### src/rtl/nco_pkg.sv
package nco_pkg;

  typedef struct packed {
    logic sign_src;   // bit 5: 1 = comparator, 0 = accumulator MSB
    logic sign_en;    // bit 4
    logic sleep;      // bit 3
    logic pin_sw;     // bit 2: 1 = select pins
    logic psel;       // bit 1
    logic fsel;       // bit 0
  } nco_ctrl_t;

  localparam int CTRL_W = $bits(nco_ctrl_t);

  typedef enum logic [2:0] {
    WA_FREQ0  = 3'd0,
    WA_FREQ1  = 3'd1,
    WA_PHASE0 = 3'd2,
    WA_PHASE1 = 3'd3,
    WA_CTRL   = 3'd4
  } nco_waddr_e;

  // Rational sine approximation of a quarter-wave sample k (half-step centred),
  // scaled to the positive full range of an amp_w-bit offset-binary code.
  function automatic int unsigned quarter_mag(input int unsigned k,
                                              input int unsigned qbits,
                                              input int unsigned amp_w);
    longint h;
    longint x;
    longint prod;
    longint den;
    longint a;
    h    = longint'(4) * (longint'(1) << qbits);
    x    = 2 * longint'(k) + 1;
    prod = x * (h - x);
    den  = (5 * h * h) / 4 - prod;
    a    = (longint'(1) << (amp_w - 1)) - 1;
    return 32'((4 * a * prod + den / 2) / den);
  endfunction

endpackage

### src/rtl/nco_regbank.sv
module nco_regbank
  import nco_pkg::*;
#(
  parameter int ACC_W = 28,
  parameter int PH_W  = 12
) (
  input  logic                       clk,
  input  logic                       rst_n,
  input  logic                       we,
  input  logic [2:0]                 waddr,
  input  logic [ACC_W-1:0]           wdata,
  output logic [1:0][ACC_W-1:0]      freq_q,
  output logic [1:0][PH_W-1:0]       phase_q,
  output nco_ctrl_t                  ctrl_q
);

  logic [1:0] freq_hit;
  logic [1:0] phase_hit;
  logic       ctrl_hit;
  logic       wr_reserved;

  for (genvar b = 0; b < 2; b++) begin : g_bank_dec
    assign freq_hit[b]  = we && (waddr == 3'(int'(WA_FREQ0) + b));
    assign phase_hit[b] = we && (waddr == 3'(int'(WA_PHASE0) + b));
  end

  assign ctrl_hit    = we && (waddr == WA_CTRL);
  assign wr_reserved = we && (waddr > WA_CTRL);

  always_ff @(posedge clk or negedge rst_n) begin
    if (!rst_n) begin
      freq_q  <= '0;
      phase_q <= '0;
      ctrl_q  <= '0;
    end else begin
      for (int b = 0; b < 2; b++) begin
        if (freq_hit[b])  freq_q[b]  <= wdata;
        if (phase_hit[b]) phase_q[b] <= wdata[PH_W-1:0];
      end
      if (ctrl_hit) ctrl_q <= nco_ctrl_t'(wdata[CTRL_W-1:0]);
    end
  end


  reserved_write_chk: assert property (@(posedge clk) disable iff (!rst_n)
    wr_reserved |=> ($stable(freq_q) && $stable(phase_q) && $stable(ctrl_q)));

endmodule

### src/rtl/nco_phase_path.sv
module nco_phase_path #(
  parameter int ACC_W = 28,
  parameter int PH_W  = 12
) (
  input  logic             clk,
  input  logic             rst_n,
  input  logic             nco_rst,
  input  logic [ACC_W-1:0] step,
  input  logic [PH_W-1:0]  poff,
  output logic [ACC_W-1:0] acc_q,
  output logic [PH_W-1:0]  phase_q
);

  function automatic logic [ACC_W:0] acc_add(input logic [ACC_W-1:0] a,
                                             input logic [ACC_W-1:0] s);
    return {1'b0, a} + {1'b0, s};
  endfunction

  function automatic logic [PH_W-1:0] offset_phase(input logic [ACC_W-1:0] a,
                                                   input logic [PH_W-1:0] p);
    return a[ACC_W-1 -: PH_W] + p;
  endfunction

  logic [ACC_W-1:0] acc_sum;
  logic             acc_carry;

  assign {acc_carry, acc_sum} = acc_add(acc_q, step);

  always_ff @(posedge clk or negedge rst_n) begin
    if (!rst_n) begin
      acc_q   <= '0;
      phase_q <= '0;
    end else if (nco_rst) begin
      acc_q   <= '0;
      phase_q <= '0;
    end else begin
      acc_q   <= acc_sum;
      phase_q <= offset_phase(acc_q, poff);
    end
  end


  acc_wrap_chk: assert property (@(posedge clk) disable iff (!rst_n)
    (acc_carry && !nco_rst) |=> (acc_q < $past(acc_q)));


  acc_climb_chk: assert property (@(posedge clk) disable iff (!rst_n)
    (!acc_carry && !nco_rst) |=> (acc_q >= $past(acc_q)));


  run_clear_chk: assert property (@(posedge clk) disable iff (!rst_n)
    nco_rst |=> (acc_q == '0 && phase_q == '0));

endmodule

### src/rtl/nco_sine_lut.sv
module nco_sine_lut
  import nco_pkg::*;
#(
  parameter int LUT_BITS = 10,
  parameter int AMP_W    = 10
) (
  input  logic                clk,
  input  logic                rst_n,
  input  logic                nco_rst,
  input  logic [LUT_BITS-1:0] lut_addr,
  output logic [AMP_W-1:0]    amp_q
);

  localparam int QBITS = LUT_BITS - 2;
  localparam int QN    = 1 << QBITS;
  localparam int MAG_W = AMP_W - 1;
  localparam logic [AMP_W-1:0] MID = AMP_W'(1) << (AMP_W - 1);

  logic [MAG_W-1:0] rom [QN];

  for (genvar k = 0; k < QN; k++) begin : g_rom
    assign rom[k] = MAG_W'(quarter_mag(k, QBITS, AMP_W));
  end

  logic [1:0]       quad;
  logic [QBITS-1:0] idx;
  logic [QBITS-1:0] rom_idx;
  logic [MAG_W-1:0] mag;
  logic [AMP_W-1:0] amp_d;
  logic             neg_half;

  assign quad     = lut_addr[LUT_BITS-1 -: 2];
  assign idx      = lut_addr[QBITS-1:0];
  assign rom_idx  = quad[0] ? ~idx : idx;
  assign mag      = rom[rom_idx];
  assign neg_half = quad[1];
  assign amp_d    = neg_half ? (MID - AMP_W'(mag)) : (MID + AMP_W'(mag));

  always_ff @(posedge clk or negedge rst_n) begin
    if (!rst_n)       amp_q <= MID;
    else if (nco_rst) amp_q <= MID;
    else              amp_q <= amp_d;
  end


  neg_half_chk: assert property (@(posedge clk) disable iff (!rst_n)
    (neg_half && !nco_rst) |=> (amp_q <= MID));


  pos_half_chk: assert property (@(posedge clk) disable iff (!rst_n)
    (!neg_half && !nco_rst) |=> (amp_q > MID));

endmodule

### src/rtl/dual_nco.sv
module dual_nco
  import nco_pkg::*;
#(
  parameter int ACC_W    = 28,
  parameter int PH_W     = 12,
  parameter int LUT_BITS = 10,
  parameter int AMP_W    = 10
) (
  input  logic             clk,
  input  logic             rst_n,
  input  logic             nco_rst,
  input  logic             sleep,
  input  logic             fsel_pin,
  input  logic             psel_pin,
  input  logic             cmp_in,
  input  logic             we,
  input  logic [2:0]       waddr,
  input  logic [ACC_W-1:0] wdata,
  output logic [AMP_W-1:0] amp_out,
  output logic             sign_out,
  output logic [ACC_W-1:0] acc_out,
  output logic [PH_W-1:0]  phase_out
);

  localparam logic [AMP_W-1:0] MID = AMP_W'(1) << (AMP_W - 1);

  logic [1:0][ACC_W-1:0] freq_q;
  logic [1:0][PH_W-1:0]  phase_q;
  nco_ctrl_t             ctrl_q;
  logic                  fsel_eff;
  logic                  psel_eff;
  logic [ACC_W-1:0]      step;
  logic [PH_W-1:0]       poff;
  logic [AMP_W-1:0]      amp_q;
  logic                  sleep_any;
  logic                  nco_msb;

  nco_regbank #(.ACC_W(ACC_W), .PH_W(PH_W)) regs_i (
    .clk(clk), .rst_n(rst_n), .we(we), .waddr(waddr), .wdata(wdata),
    .freq_q(freq_q), .phase_q(phase_q), .ctrl_q(ctrl_q)
  );

  assign fsel_eff = ctrl_q.pin_sw ? fsel_pin : ctrl_q.fsel;
  assign psel_eff = ctrl_q.pin_sw ? psel_pin : ctrl_q.psel;
  assign step     = freq_q[fsel_eff];
  assign poff     = phase_q[psel_eff];

  nco_phase_path #(.ACC_W(ACC_W), .PH_W(PH_W)) path_i (
    .clk(clk), .rst_n(rst_n), .nco_rst(nco_rst), .step(step), .poff(poff),
    .acc_q(acc_out), .phase_q(phase_out)
  );

  nco_sine_lut #(.LUT_BITS(LUT_BITS), .AMP_W(AMP_W)) lut_i (
    .clk(clk), .rst_n(rst_n), .nco_rst(nco_rst),
    .lut_addr(phase_out[PH_W-1 -: LUT_BITS]), .amp_q(amp_q)
  );

  assign sleep_any = sleep | ctrl_q.sleep;
  assign amp_out   = sleep_any ? MID : amp_q;

  assign nco_msb  = acc_out[ACC_W-1];
  assign sign_out = ctrl_q.sign_en ? (ctrl_q.sign_src ? cmp_in : nco_msb) : 1'b0;


  sleep_mid_chk: assert property (@(posedge clk) disable iff (!rst_n)
    sleep |-> (amp_out == MID));


  sign_off_chk: assert property (@(posedge clk) disable iff (!rst_n)
    !ctrl_q.sign_en |-> !sign_out);


  pin_select_chk: assert property (@(posedge clk) disable iff (!rst_n)
    (ctrl_q.pin_sw && !nco_rst) |=>
      (acc_out == $past(acc_out) + (($past(fsel_pin)) ? $past(freq_q[1]) : $past(freq_q[0]))));

endmodule

### config.mk
export PLATFORM = sky130hd
export DESIGN_NAME = dual_nco
export DESIGN_NICKNAME = d
export VERILOG_FILES = /design/src/rtl/nco_pkg.sv /design/src/rtl/nco_regbank.sv /design/src/rtl/nco_phase_path.sv /design/src/rtl/nco_sine_lut.sv /design/src/rtl/dual_nco.sv
export SDC_FILE = /design/constraint.sdc
export NUM_CORES = 1
export LEC_CHECK = 0
export ABC_AREA = 1
export BUFFER_PORTS_ARGS = -buffer_cell sky130_fd_sc_hd__buf_2
export CORE_MARGIN = 2
export CORE_UTILIZATION = 55
export DETAILED_ROUTE_END_ITERATION = 12
export PLACE_DENSITY_LB_ADDON = 0.2
export SLEW_MARGIN = 30
export SYNTH_ARGS = -nofsm -noshare
export SYNTH_HDL_FRONTEND = slang
export SYNTH_HIERARCHICAL = 1
export SYNTH_SLANG_ARGS = --single-unit
### constraint.sdc
create_clock -name clk -period 8.9 [get_ports clk]
set_clock_uncertainty 0.15 [all_clocks]
set_input_delay 0.445 -clock clk [delete_from_list [all_inputs] [get_ports clk]]
set_output_delay 0.445 -clock clk [all_outputs]
set_load 0.1 [all_outputs]
== Word level (Yosys, flattened, before mapping) ==
Memories as Yosys holds them, arrays and structs flattened.
Index checks and enable logic that the tools add are counted.

* Flip-flop bits (word level): 136
* Latch bits: 0
* RAM bits: 0
* Bits in read-only memories: 2,304
* Bits of input ports: 39
* Output and inout bits: 51
* Word-level logic and storage cells: 50
* Memories: 1

* Add/sub/neg operators: 4
* Multiply operators: 0
* Div/mod/pow operators: 0
* $lt $le $gt $ge: 3
* Equality and inequality tests: 4
* Shift-type cells: 0
* Multiplexer cells: 16
* Bitwise logic cells: 3
* Reduce and logical (&&, ||, !) cells: 6

{| class="wikitable"
|+ Memories
! name !! depth !! bits a word !! rd ports !! clocked after Yosys merged registers in !! wr ports !! line !! RTL
|-
| (no name shown) || 256 || 9 || 1 || 0 || 0 || nco_sine_lut.sv:35 || <nowiki>assign mag = rom[rom_idx];</nowiki>
|}

{| class="wikitable"
|+ Operators by type and width
! kind !! count
|-
| 2-to-1 mux 28 bit || 3
|-
| 2-to-1 mux 12 bit || 3
|-
| 2-to-1 mux 10 bit || 3
|-
| adder 28 bit || 1
|-
| 2-to-1 mux 9 bit || 2
|-
| adder 12 bit || 1
|-
| adder 10 x 9 -> 10 bit (first input constant) || 1
|-
| subtractor 10 x 9 -> 10 bit (first input constant) || 1
|-
| greater-or-equal comparator 9 bit (second input constant) || 1
|-
| inverter 8 -> 9 bit || 1
|-
| 2-to-1 mux 8 bit || 1
|-
| inverter 8 bit || 1
|-
| == test 3 x 2 -> 1 bit (second input constant) || 2
|-
| logical AND 1 bit || 5
|-
| less-than comparator 1 x 2 -> 1 bit (second input constant) || 2
|-
| 2-to-1 mux 1 bit || 4
|-
| == test 3 x 1 -> 1 bit (second input constant) || 1
|-
| == test 3 bit (second input constant) || 1
|-
| zero test 3 bit || 1
|-
| OR 1 bit || 1
|}

== Logic depth before layout (Yosys ltp) ==
* Word-level depth: 9
* Depth in mapped cells: 24
* Depth with buffers taken out: 24

== Cells and area by module ==
Netlist, hierarchy kept.

{| class="wikitable"
|+ Modules (own cells, without submodules)
! module !! times used !! cells an instance !! area each (um2) !! seq. area each (um2)
|-
| nco_phase_path || 1 || 599 || 3,747.3 || 1,001.0
|-
| nco_regbank || 1 || 384 || 3,504.6 || 2,152.1
|-
| nco_sine_lut || 1 || 491 || 2,583.7 || 251.5
|-
| dual_nco || 1 || 170 || 798.3 || 0.0
|}

== Worst setup path before layout ==
No wires, ideal clock.

* Kind: register -> register
* From: register path_i.phase_q[10]
* To: register lut_i.amp_q[8]
* Library setup time: 117 ps
* Arrival: 3,284 ps
* Required time: 8,633 ps
* Setup slack: 5,349 ps
* Stages on the path, launching flop included: 24
* Buffers on the path: 0
* Clock period less this slack: 3,551 ps
* Cells stage by stage: dfrtp_1 -> inv_2 -> nand2_1 -> nand2_1 -> ha_1 -> inv_1 -> nand3_1 -> nand2_1 -> inv_1 -> nand2_1 -> nand2_1 -> nand2_1 -> nand2_1 -> nand3_1 -> nand2_1 -> inv_1 -> nand2_1 -> inv_1 -> ha_1 -> nand3_1 -> o21ai_2 -> nand2_1 -> nor2_1 -> nor2_1

* Word-level cells in the longest chain between the ends: 8
* Elaborated cells between the ends (all ways): 9
* Classes of those cells: 2 x add/sub; 5 x mux; 1 x bitwise; 1 x memory

{| class="wikitable"
|+ Ends and longest elaborated chain
! what !! line !! RTL
|-
| start: declaration || nco_phase_path.sv:11 || <nowiki>output logic [PH_W-1:0] phase_q</nowiki>
|-
| start signal: assignment || nco_phase_path.sv:38 || <nowiki>phase_q <= offset_phase(acc_q, poff);</nowiki>
|-
| 2-to-1 mux 8 bit * || nco_sine_lut.sv:34 || <nowiki>assign rom_idx = quad[0] ? ~idx : idx;</nowiki>
|-
| inverter 8 -> 9 bit (implied by the code) * || nco_sine_lut.sv:35 ||
|-
| memory (256 x 9 bit) * || - ||
|-
| 2-to-1 mux 9 bit (implied by the code) * (2 in a row) || nco_sine_lut.sv:35 ||
|-
| adder 10 x 9 -> 10 bit or subtractor 10 x 9 -> 10 bit (tied branches) || nco_sine_lut.sv:37 || <nowiki>assign amp_d = neg_half ? (MID - AMP_W'(mag)) : (MID + AMP_W'(mag));</nowiki>
|-
| 2-to-1 mux 10 bit * || nco_sine_lut.sv:37 ||
|-
| 2-to-1 mux 10 bit * || nco_sine_lut.sv:41 || <nowiki>else if (nco_rst) amp_q <= MID;</nowiki>
|-
| end signal: assignment || nco_sine_lut.sv:42 || <nowiki>else amp_q <= amp_d;</nowiki>
|-
| end: declaration || nco_sine_lut.sv:11 || <nowiki>output logic [AMP_W-1:0] amp_q</nowiki>
|}

Mark *: on every way between the ends. The rest lies on a longest branch, timed or not. The select of a mux whose other input is x is not followed.
A chain may end at the register's enable or synchronous reset.

== Worst setup path in the final report ==
* From: register path_i.phase_q[10]
* To: register lut_i.amp_q[4]

Same word-level chain as after synthesis.

==> results.yml <==
power_and_ir_drop:
  intPower_mw: 2.05
  power_leakage_nw: 6.67
  p_sw_mw: 2.91
  combPwrFrac: 0.672
  peakVddDrop_v: 0.000218
  clockPowerShare: 0.143
  power_density_nw_per_um2: 428
  swShare: 0.587
  power_frac_seq: 0.186
logic_synthesis:
  synth_top_family_by_area: "simple AND/OR/NAND/NOR gates"
  synth_xor_area_frac: 0.00918
  ys_warn_count: 6
  synth_fa_ha_area_frac: 0.0591
  synthMuxAreaShare: 0
  async_reset_ff_frac: 1.00
  postSynthAreaPerCell_um2: 6.47
  synth_cell_types: 43
  synth-edff-count: 0
  synth.ff_latch_count: 136
  synth_compound_area_frac: 0.0678
  synthSimpleGateAreaFrac: 0.444
  syn-cell-area_um2: 10600
  synth_flop_cell: "dfrtp_1"
  synth_fp_nets: 1732
  ys_seq_area_frac: 0.320
  syn_inst: 1644
sta:
  worstMarginPinSlew_ps: 918
  hold_viol_final: 0
  fin_crit_sh: 0.436
  whs_ps: 108
  drv_slew: 0
  timing.fmax_mhz: 258
  finalSetupViolCount: 0
  rsz0062_at_grt: "no"
  slew_headroom: 0.388
  fin_crit_ps: 3880
  setup_tns_ps: 0
placement:
  gp_congestion: 0.978
  portBuffers: 89
  dp_hpwl_um: 23600
cells_and_area:
  ff_latch_area_um2: 3400
  diodes: 0
  nets: 1787
  area_growth_pct: 9.01
  drive_gt1_frac: 0.110
  nFillCells: 1821
  multi_input_area_um2: 6160
floorplan:
  dieHeight_um: 143
  die_x_um: 143
  start_util: 0.565
  num_rows: 50
  die_area_um2: 20500
  design.core.area_um2: 18800
  io_pins: 90
min_path:
  hold_path_class: "input pin to register"
  min_to: "regs_i/freq_q[19]"
  min_from: "wdata[19]"
  holdPathStages: 3
clock_tree:
  clkTransAtPathRegs_ps: 60
  cts_made_buffers: 17
  cts_tree: "done"
  clk_latency_ps: 430
  cts_setup_buffers: 0
  root_buffer: "clkbuf_16"
  cts.sinks: 136
  cts_resized: 0
  clock_path_buffers: 2
  htree_num_levels: 4
detailed_routing:
  avgViaCountPerCell: 5.58
  antenna_left: 0
  dr_total_vias: 11000
  wirelength_um: 33100
  drc_errors: 0
  drtPass1Iterations: 7
  drtIter0Drc: 1090
  routedWlPerCell_um: 16.8
grt:
  grt_overflow: 0
  grt_usage: 0.330
  grt_pass1_wl_um: 52600
  grt_max_degree: 89
  grt_pass1_vias: 9989
  antenna_found_initial: 0
critical_path:
  critPathArrivalTime_ps: 4040
  reg2regPathDepth: 23
  reg2reg_slack_ps: 5020
  crit_type: "register to register"
  critPathLaunchType: "register"
  cp_max_fo: 14
  required_ps: 9060
  end_kind: "register"
  r2r_start: "path_i/phase_q[10]"
  r2r_end: "lut_i/amp_q[4]"
run_status:
  outcome: "finished, final reports clean"
job:
  drv_cap: 0
==> cells in the final DEF, fill, tap and decap left out, types with 4 or more instances in the layout <==
cell type,count
a21oi_1,67
and2_1,4
buf_2,88
buf_4,6
clkbuf_16,17
clkinvlp_4,4
dfrtp_1,135
ha_1,47
inv_1,156
inv_2,7
inv_6,4
nand2_1,650
nand2_2,25
nand2_4,7
nand3_1,264
nand3_2,7
nand4_1,7
nor2_1,110
nor2_2,7
nor2_4,4
nor3_1,4
o211ai_1,11
o21ai_0,37
xnor2_1,5
==> critical path: stages, from the launching register on <==
cell and delay, ps:
dfrtp_1 740, inv_2 200, nand2_1 100, nand2_1 250
ha_1 430, inv_1 200, nand3_1 200, nand2_1 100
inv_1 80, nand2_1 80, nand2_1 50, nand2_1 50
nand2_1 70, nand3_1 70, nand2_1 50, inv_1 50
nand2_1 100, inv_1 100, ha_1 160, nand3_1 100
o21ai_2 210, inv_1 80, nor2_1 100, nor2_1 60
==> synthesized netlist by cell type (2+ instances only) <==
master,number,share of area
and2_1,4,0.0024
nand2_4,7,0.0074
xnor2_1,5,0.0041
a31oi_1,2,0.0012
buf_8,2,0.0028
buf_6,16,0.017
inv_1,156,0.055
inv_2,7,0.0025
dfrtp_1,135,0.32
buf_4,16,0.011
xor2_1,3,0.0025
o211ai_1,11,0.0078
nor2_1,110,0.039
nor2_2,7,0.0041
nand2_2,25,0.015
o21ai_0,37,0.017
ha_1,47,0.055
clkbuf_1,6,0.0021
buf_2,20,0.0094
nand4_1,7,0.0041
a21o_1,2,0.0014
nand3_1,264,0.12
nand3b_1,3,0.0021
o21bai_1,2,0.0014
nand3_2,7,0.0066
a21oi_1,67,0.032
o31ai_1,2,0.0014
fa_1,2,0.0038
nor3_1,4,0.0019
nand2_1,650,0.23
nor2_4,4,0.0042
o21ai_1,3,0.0014
==> flip-flops by register name (all words and copies together), names as in the netlist <==
register	count
lut_i/amp_q	10
regs_i/phase_q	24
path_i/acc_q	28
regs_i/ctrl_q	6
path_i/phase_q	12
regs_i/freq_q	56
==> per-stage QoR <==
| stage | cell area, um2 | setup slack (ps) | power [mW] | util | std cells |
|---|---|---|---|---|---|
| after global routing | 11600 | 4650 | 5.33 | 0.616 | 1972 |
| after global placement | 11000 | 5170 | 4.17 | 0.584 | 1939 |
| after detailed placement | 11000 | 5100 | 4.17 | 0.584 | 1939 |
| after floorplan | 10600 | 5350 | 3.48 | - | 1644 |
| after CTS | 11600 | 5100 | 4.89 | 0.616 | 1972 |
| final | 11600 | 5020 | 4.96 | 0.616 | 1972 |
==> power by group through the flow <==
| stage | Clock (mW) | Sequential (mW) | Combinational, mW |
|---|---|---|---|
| after detailed placement | 0 | 0.931 | 3.24 |
| after global routing | 0.744 | 0.940 | 3.64 |
| after floorplan | 0 | 1.39 | 2.09 |
| after CTS | 0.715 | 0.921 | 3.25 |
| after global placement | 0 | 0.927 | 3.24 |
| final | 0.708 | 0.921 | 3.33 |
==> cell families (layout without fill, tap and decap cells) <==
kind of cell / after synthesis / in the layout
and+or+nand+nor: 1096 / 1096
buffers and inverters: 223 / 291
DFF: 136 / 136
AOI/OAI and AO/OA: 131 / 131
adders and majority gates: 49 / 49
xor gates and xnor gates: 9 / 9
==> layout make-up <==
cell class                      count  share of cell area
Timing Repair Buffer               96              0.0437
Sequential cell                   136               0.294
Inverter                          163              0.0528
Clock inverter                     12              0.0123
Clock buffer                       20              0.0377
Tap cell                          260              0.0281
Multi-Input combinational cell   1285               0.532
==> per-layer routing <==
layer,track usage,routed length [um]
met5,0,0
met4,0.127,1060
met3,0.0560,2830
met2,0.521,15300
met1,0.454,13900
==> what timing repair did <==
action / in CTS / in global routing
endpoints found under the hold margin: 24 / 0
hold buffers: 1 / 0
endpoints found under the setup margin: 0 / 0
==> worst max path at each step <==
stage	startpoint	endpoint	slack [ps]	cells past startpoint
after global routing	path_i/phase_q[10]	lut_i/amp_q[8]	4650	24
after detailed placement	path_i/phase_q[10]	lut_i/amp_q[8]	5100	24
after CTS	path_i/phase_q[10]	lut_i/amp_q[8]	5100	24
final	path_i/phase_q[10]	lut_i/amp_q[4]	5020	23
after global placement	path_i/phase_q[10]	lut_i/amp_q[8]	5170	22
after floorplan	path_i/phase_q[10]	lut_i/amp_q[8]	5350	23
No activity file was read; power rests on OpenSTA's default activity.
